### config.mk
export PLATFORM = sky130hd
export DESIGN_NAME = cmd_buf_fsm
export DESIGN_NICKNAME = d
export VERILOG_FILES = /design/src/rtl/cmd_buf_fsm.sv
export SDC_FILE = /design/constraint.sdc
export NUM_CORES = 1
export LEC_CHECK = 0
export BUFFER_PORTS_ARGS = -buffer_cell sky130_fd_sc_hd__buf_2
export CAP_MARGIN = 40
export CORE_ASPECT_RATIO = 0.75
export CORE_UTILIZATION = 44
export DETAILED_ROUTE_END_ITERATION = 8
export PLACE_DENSITY = 0.68
export SLEW_MARGIN = 10
export SYNTH_ARGS = -nofsm -noshare
export SYNTH_HDL_FRONTEND = slang
export SYNTH_SLANG_ARGS = --single-unit
### constraint.sdc
create_clock -name clk -period 15.4 [get_ports clk]
set_input_delay 1.54 -clock clk [delete_from_list [all_inputs] [get_ports clk]]
set_output_delay 1.54 -clock clk [all_outputs]
set_load 0.02 [all_outputs]
### src/rtl/cmd_buf_fsm.sv
module cmd_buf_fsm #(
  parameter int BUF_DEPTH = 64,
  parameter int LOC_W = 3,
  localparam int OFF_W = $clog2(BUF_DEPTH + 1)
) (
  input  logic             clk,
  input  logic             rst_n,
  input  logic [LOC_W-1:0] active_loc,
  input  logic [LOC_W-1:0] wr_loc,
  input  logic             sts_wr,
  input  logic             req_cmd_ready,
  input  logic             req_go,
  input  logic             req_retry,
  input  logic             fifo_wr,
  input  logic [1:0]       fifo_lane,
  input  logic [2:0]       fifo_size,
  input  logic [31:0]      fifo_data,
  input  logic             exec_done,
  input  logic             abort_ack,
  output logic             send_req,
  output logic             abort_req,
  output logic             flag_valid,
  output logic             flag_data_avail,
  output logic             flag_expect,
  output logic             flag_cmd_ready,
  output logic             ev_cmd_ready,
  output logic             ev_data_avail,
  output logic [2:0]       state,
  output logic [OFF_W-1:0] wr_offset
);
  localparam logic [2:0] S_IDLE = 3'd0, S_READY = 3'd1, S_RECV = 3'd2,
                         S_EXEC = 3'd3, S_CMPL = 3'd4;

  logic             abort_pend;
  logic [31:0]      hdr_len;
  logic [2:0]       st_n;
  logic [OFF_W-1:0] off_n;
  logic [31:0]      len_n;
  logic             v_n, da_n, ex_n, cr_n, evc_n, evd_n, snd_n, ab_n;
  logic             owner;
  logic [2:0]       room, nbytes;
  logic [7:0]       byte_k;

  assign owner     = (wr_loc == active_loc) && !abort_pend;
  assign room      = 3'd4 - {1'b0, fifo_lane};
  assign nbytes    = (fifo_size > room) ? room : fifo_size;
  assign abort_req = abort_pend;

  always_comb begin
    st_n  = state;
    off_n = wr_offset;
    len_n = hdr_len;
    v_n   = flag_valid;
    da_n  = flag_data_avail;
    ex_n  = flag_expect;
    cr_n  = flag_cmd_ready;
    ab_n  = abort_pend;
    evc_n = 1'b0;
    evd_n = 1'b0;
    snd_n = 1'b0;
    byte_k = 8'h00;
    if (abort_pend && abort_ack) begin
      st_n = S_IDLE; off_n = '0; ab_n = 1'b0;
      {cr_n, ex_n, da_n, v_n} = 4'b0000;
    end else if (exec_done && state == S_EXEC) begin
      st_n = S_CMPL; off_n = '0; evd_n = 1'b1;
      {cr_n, ex_n, da_n, v_n} = 4'b0011;
    end else if (owner && sts_wr) begin
      case ({req_cmd_ready, req_go, req_retry})
        3'b100: begin
          case (state)
            S_READY: off_n = '0;
            S_IDLE: begin
              st_n = S_READY; evc_n = 1'b1;
              {cr_n, ex_n, da_n, v_n} = 4'b1000;
            end
            S_RECV, S_EXEC: ab_n = 1'b1;
            S_CMPL: begin
              st_n = S_READY; off_n = '0; da_n = 1'b0;
              if (!flag_cmd_ready) begin
                cr_n = 1'b1; evc_n = 1'b1;
              end
            end
            default: ;
          endcase
        end
        3'b010: begin
          if (state == S_RECV && !flag_expect) begin
            st_n = S_EXEC; snd_n = 1'b1;
          end
        end
        3'b001: begin
          if (state == S_CMPL) {cr_n, ex_n, da_n, v_n} = 4'b0011;
        end
        default: ;
      endcase
    end else if (owner && fifo_wr && (state == S_READY || state == S_RECV)) begin
      if (state == S_READY) begin
        st_n = S_RECV;
        {cr_n, ex_n, da_n, v_n} = 4'b0101;
      end
      for (int k = 0; k < 4; k++) begin
        if (k < int'(nbytes) && ex_n) begin
          if (int'(off_n) < BUF_DEPTH) begin
            byte_k = fifo_data[8*k +: 8];
            if (int'(off_n) == 2) len_n[31:24] = byte_k;
            if (int'(off_n) == 3) len_n[23:16] = byte_k;
            if (int'(off_n) == 4) len_n[15:8]  = byte_k;
            if (int'(off_n) == 5) len_n[7:0]   = byte_k;
            off_n = off_n + 1'b1;
          end else begin
            ex_n = 1'b0;
            v_n  = 1'b1;
          end
        end
      end
      if (int'(off_n) > 5 && ex_n) ex_n = (len_n > 32'(off_n));
    end
  end

  always_ff @(posedge clk) begin
    if (!rst_n) begin
      state <= S_IDLE;
      wr_offset <= '0;
      hdr_len <= '0;
      {flag_cmd_ready, flag_expect, flag_data_avail, flag_valid} <= 4'b0000;
      abort_pend <= 1'b0;
      ev_cmd_ready <= 1'b0;
      ev_data_avail <= 1'b0;
      send_req <= 1'b0;
    end else begin
      state <= st_n;
      wr_offset <= off_n;
      hdr_len <= len_n;
      {flag_cmd_ready, flag_expect, flag_data_avail, flag_valid} <= {cr_n, ex_n, da_n, v_n};
      abort_pend <= ab_n;
      ev_cmd_ready <= evc_n;
      ev_data_avail <= evd_n;
      send_req <= snd_n;
    end
  end
endmodule

==> implementation parameters <==
Parameter                              Value

GRT
  Via count of the first global-routing pass ... 5,063
  Largest net degree at the start of global routing ... 48
  Initial antenna violation count ... 0
  Wire length of the first global-routing pass ... 26,500 um
  Total congestion overflow after global routing ... 0
  GRT Util Overall ... 26.6%

Final layout
  Area used by multi-input combinational logic ... 4070 um2
  Number of nets in the layout ... 809
  P&R area growth vs syn ... 9.55%
  Final core area utilization ... 50.1%
  Ratio of cells with drive above 1 in the final layout ... 17.1%
  Antenna diode count ... 0
  Post-route design area ... 5880 um2
  Fill cells ... 1,149
  Sequential cell area ... 1000 um2

Synth
  Register bit count reported by yosys ... 50
  Most repeated cell in the gate-level netlist after synthesis ... sky130_fd_sc_hd__nand2_1
  Main area contributors after synthesis ... sky130_fd_sc_hd__dfxtp_1, sky130_fd_sc_hd__mux2i_1, sky130_fd_sc_hd__ha_1, sky130_fd_sc_hd__nand2_1, sky130_fd_sc_hd__o21ai_0
  Synthesized area per cell ... 7.75 um2
  Nets in the synthesized netlist ... 772
  Synth Cell Area ... 5370 um2
  Leading post-synthesis cells by instance count ... sky130_fd_sc_hd__nand2_1, sky130_fd_sc_hd__mux2i_1, sky130_fd_sc_hd__nor2_1, sky130_fd_sc_hd__o21ai_0, sky130_fd_sc_hd__dfxtp_1
  Portion of synthesized cell area occupied by the leading cell type ... 18.6%
  Post-synth EDFFs ... 0
  Proportion of synthesized flip-flops having asynchronous set or reset ... 0%
  Largest area contributor in the synthesized netlist ... sky130_fd_sc_hd__dfxtp_1
  Count of unique library cells instantiated by Yosys ... 77
  Sequential fraction of the synthesis area ... 18.6%
  Total number of yosys warnings ... 0
  Syn Inst Count ... 693
  Most frequently used flop master after synthesis ... sky130_fd_sc_hd__dfxtp_1

Clock network
  Source-to-sink clock delay at the later pin of the worst-skew pair ... 0.31 ns
  Register clock-pin slew on the reported worst setup and hold paths ... 0.08 ns
  Number of resized instances in the post-cts repair step ... 0
  CTS buffer count ... 5
  Deepest level of the CTS H-tree ... 2
  Maximum clock path buffer count ... 2
  CTS Root Buffer Type ... sky130_fd_sc_hd__clkbuf_16
  # clock sinks ... 50
  CTS tree ... done
  Post-CTS Hold Buffers ... 0
  Count of buffers added by post-CTS timing repair for setup ... 0

Setup path
  Kind of capture point of the worst setup path ... register
  Largest stage delay, worst path ... 0.57 ns
  Crit path required time ... 15.57 ns
  Arrival time reported for the critical path endpoint ... 8.42 ns
  Launching point of the worst reg2reg path ... state[0]$_SDFFE_PP0P_
  R2r setup slk ... 8.50 ns
  Endpoint of the lowest-slack register-to-register path ... flag_expect$_SDFFE_PP0P_
  Kind of critical path ... input port to register
  Slowest-stage cell, CP ... sky130_fd_sc_hd__or4b_1
  Top cell by count, worst path ... sky130_fd_sc_hd__ha_1
  Worst Path Max Fanout ... 10
  Reg2reg path depth ... 27
  Launching element type of the critical path ... input port

Run status
  Result of the run ... complete, no violations

Power
  Combinational Power Share ... 12.1%
  Cell area power density ... 51.0 nW/um2
  Cell internal power dissipation ... 0.000219 W
  Clk network pwr share ... 44.8%
  Overall Power ... 0.000300 W
  Static power due to leakage ... 2.61 nW
  Part of the total power dissipated in sequential elements ... 43.1%
  Switching power share of the total ... 26.9%
  Switching power summed over all nets ... 0.0000807 W
  Peak supply drop ... 38.0 uV

Route
  Vias per inst ... 6.05
  Average wire length per cell after detail routing ... 18.6 um
  Aggregate routed wire length ... 16,600 um
  First-iteration detailed-routing DRC count ... 364
  Total vias in the final route ... 5,406
  DR DRC count ... 0
  First-pass DRT Iterations ... 5
  Number of routed nets with antenna violations ... 0

STA
  Summed negative setup slack over all endpoints ... 0 ns
  Fin. max-slew vios ... 0
  Number of hold violations in the final report ... 0
  Shortest clock period the worst path allows after layout ... 8.25 ns
  Worst Max-Slew Pin Slew ... 0.893 ns
  Worst setup skew after layout ... 0.0101 ns
  Worst max-slew margin expressed relative to the limit ... 39.9%
  Setup repair after global routing missed its margin ... false
  Final period util ... 53.6%
  Highest achievable clock rate ... 0.121 GHz
  Final setup viols ... 0

Die
  Initial Utilization ... 45.7%
  Cell Rows ... 34
  Boundary pin count ... 70
  Core Region ... 11,700 um2
  X dimension of the die ... 130 um
  DIE HEIGHT ... 97.7 um
  Area enclosed by the die boundary ... 12,700 um2

Min path
  Hold path depth ... 2
  Startpoint of the lowest-slack hold path ... flag_data_avail$_SDFFE_PP0P_
  WHS Endpoint ... flag_data_avail$_SDFFE_PP0P_
  Path type of the worst min-delay path ... register to register

Job
  Max-cap viol count ... 0

Placed design
  Final weighted congestion in routability-driven placement ... 0.925
  I/O Buffers ... 69
  HPWL Detailed ... 12,400 um
  Dpl cell area ... 5710 um2
[metal layers]
| metal | part of all wire, % | GRT usage (%) | up-vias |
|---|---|---|---|
| met2 | 44 | 40.8 | 249 |
| met3 | 8.6 | 4.85 | 33 |
| li1 | - | - | 2572 |
| met1 | 46 | 37.9 | 2552 |
| met4 | 1.6 | 6.89 | 0 |
| met5 | 0 | 0 | - |
[through the flow]
step,std cells,hold WS [ns],setup slack (ns)
after detailed placement,885,0.463,6.94
final,893,0.477,7.15
after global routing,893,0.498,6.59
after CTS,893,0.478,7.25
after global placement,884,0.463,7.28
after floorplan,693,0.485,7.94
[layout make-up]
cell class | count | area share (%)
Clock buffer | 5 | 2.13
Clock inverter | 3 | 0.829
Inverter | 18 | 1.15
Multi-Input combinational cell | 585 | 69.2
Sequential cell | 50 | 17.0
Tap cell | 162 | 3.44
Timing Repair Buffer | 70 | 6.21
[sequential cells by signal, indices dropped and copies added, names as in the netlist]
name,cells
flag_data_avail,1
send_req,1
flag_cmd_ready,1
ev_cmd_ready,1
flag_valid,1
wr_offset,7
abort_req,1
ev_data_avail,1
state,3
hdr_len,32
flag_expect,1
[worst max path at each step]
stage	start	end	slack, ns
floorplan	fifo_lane[0]	flag_expect$_SDFFE_PP0P_	7.94
CTS	fifo_lane[0]	flag_expect$_SDFFE_PP0P_	7.25
global route	fifo_lane[0]	flag_expect$_SDFFE_PP0P_	6.59
finish	fifo_lane[0]	flag_expect$_SDFFE_PP0P_	7.15
global placement	fifo_lane[0]	flag_expect$_SDFFE_PP0P_	7.28
detailed placement	fifo_lane[0]	flag_expect$_SDFFE_PP0P_	6.94
[kinds of logic (layout without fill, tap and decap cells)]
| kind of cell | count (synthesis) | in the layout | synth area share (%) |
|---|---|---|---|
| XOR/XNOR | 28 | 28 | 5.19 |
| adder cells (fa/ha/maj) | 27 | 27 | 6.29 |
| multiplexers | 88 | 88 | 17.0 |
| AND/OR/NAND/NOR | 286 | 286 | 28.5 |
| AO/OA/AOI/OAI | 156 | 156 | 18.9 |
| flip-flops | 50 | 50 | 18.6 |
| buffers and inverters | 58 | 96 | 5.57 |
[critical path: cells and delay by family]
family / cells / cell delay [ns]
xor+xnor: 2 / 0.54
fa+ha+maj: 4 / 1.19
mux: 2 / 0.79
simple gates: 10 / 2.06
compound gates: 11 / 2.01
buf+inv: 3 / 0.28
[layout by cell type, fill, tap and decap left out, types with 3 or more instances in the layout]
cell type,n
sky130_fd_sc_hd__mux2_2,18
sky130_fd_sc_hd__o21ai_0,53
sky130_fd_sc_hd__or2_2,5
sky130_fd_sc_hd__nor3b_1,5
sky130_fd_sc_hd__nand3_2,4
sky130_fd_sc_hd__nand2b_1,5
sky130_fd_sc_hd__a41oi_1,3
sky130_fd_sc_hd__nand3b_1,3
sky130_fd_sc_hd__xor2_1,9
sky130_fd_sc_hd__nand3_1,18
sky130_fd_sc_hd__nor2_1,53
sky130_fd_sc_hd__o31ai_1,10
sky130_fd_sc_hd__nor4_1,4
sky130_fd_sc_hd__inv_1,18
sky130_fd_sc_hd__a21o_1,4
sky130_fd_sc_hd__mux2i_1,67
sky130_fd_sc_hd__nor2b_1,21
sky130_fd_sc_hd__o21a_1,3
sky130_fd_sc_hd__and3_1,12
sky130_fd_sc_hd__ha_1,27
sky130_fd_sc_hd__nor3_1,13
sky130_fd_sc_hd__dfxtp_1,50
sky130_fd_sc_hd__nor3_2,3
sky130_fd_sc_hd__nand4_1,9
sky130_fd_sc_hd__a31oi_1,3
sky130_fd_sc_hd__o211ai_1,3
sky130_fd_sc_hd__and2_1,29
sky130_fd_sc_hd__a21oi_1,34
sky130_fd_sc_hd__clkbuf_16,5
sky130_fd_sc_hd__and3b_1,3
sky130_fd_sc_hd__xnor2_1,16
sky130_fd_sc_hd__buf_2,69
sky130_fd_sc_hd__nand4b_1,6
sky130_fd_sc_hd__a211oi_1,12
sky130_fd_sc_hd__nand2_1,81
[power groups by stage]
stage               clock network [W]  logic (W)  registers (W)
floorplan                           0  0.0000170       0.000132
global placement                    0  0.0000334       0.000132
detailed placement                  0  0.0000350       0.000132
CTS                          0.000136  0.0000350       0.000129
global route                 0.000142  0.0000388       0.000129
finish                       0.000134  0.0000363       0.000129
Power figures use the tool's default switching activity.
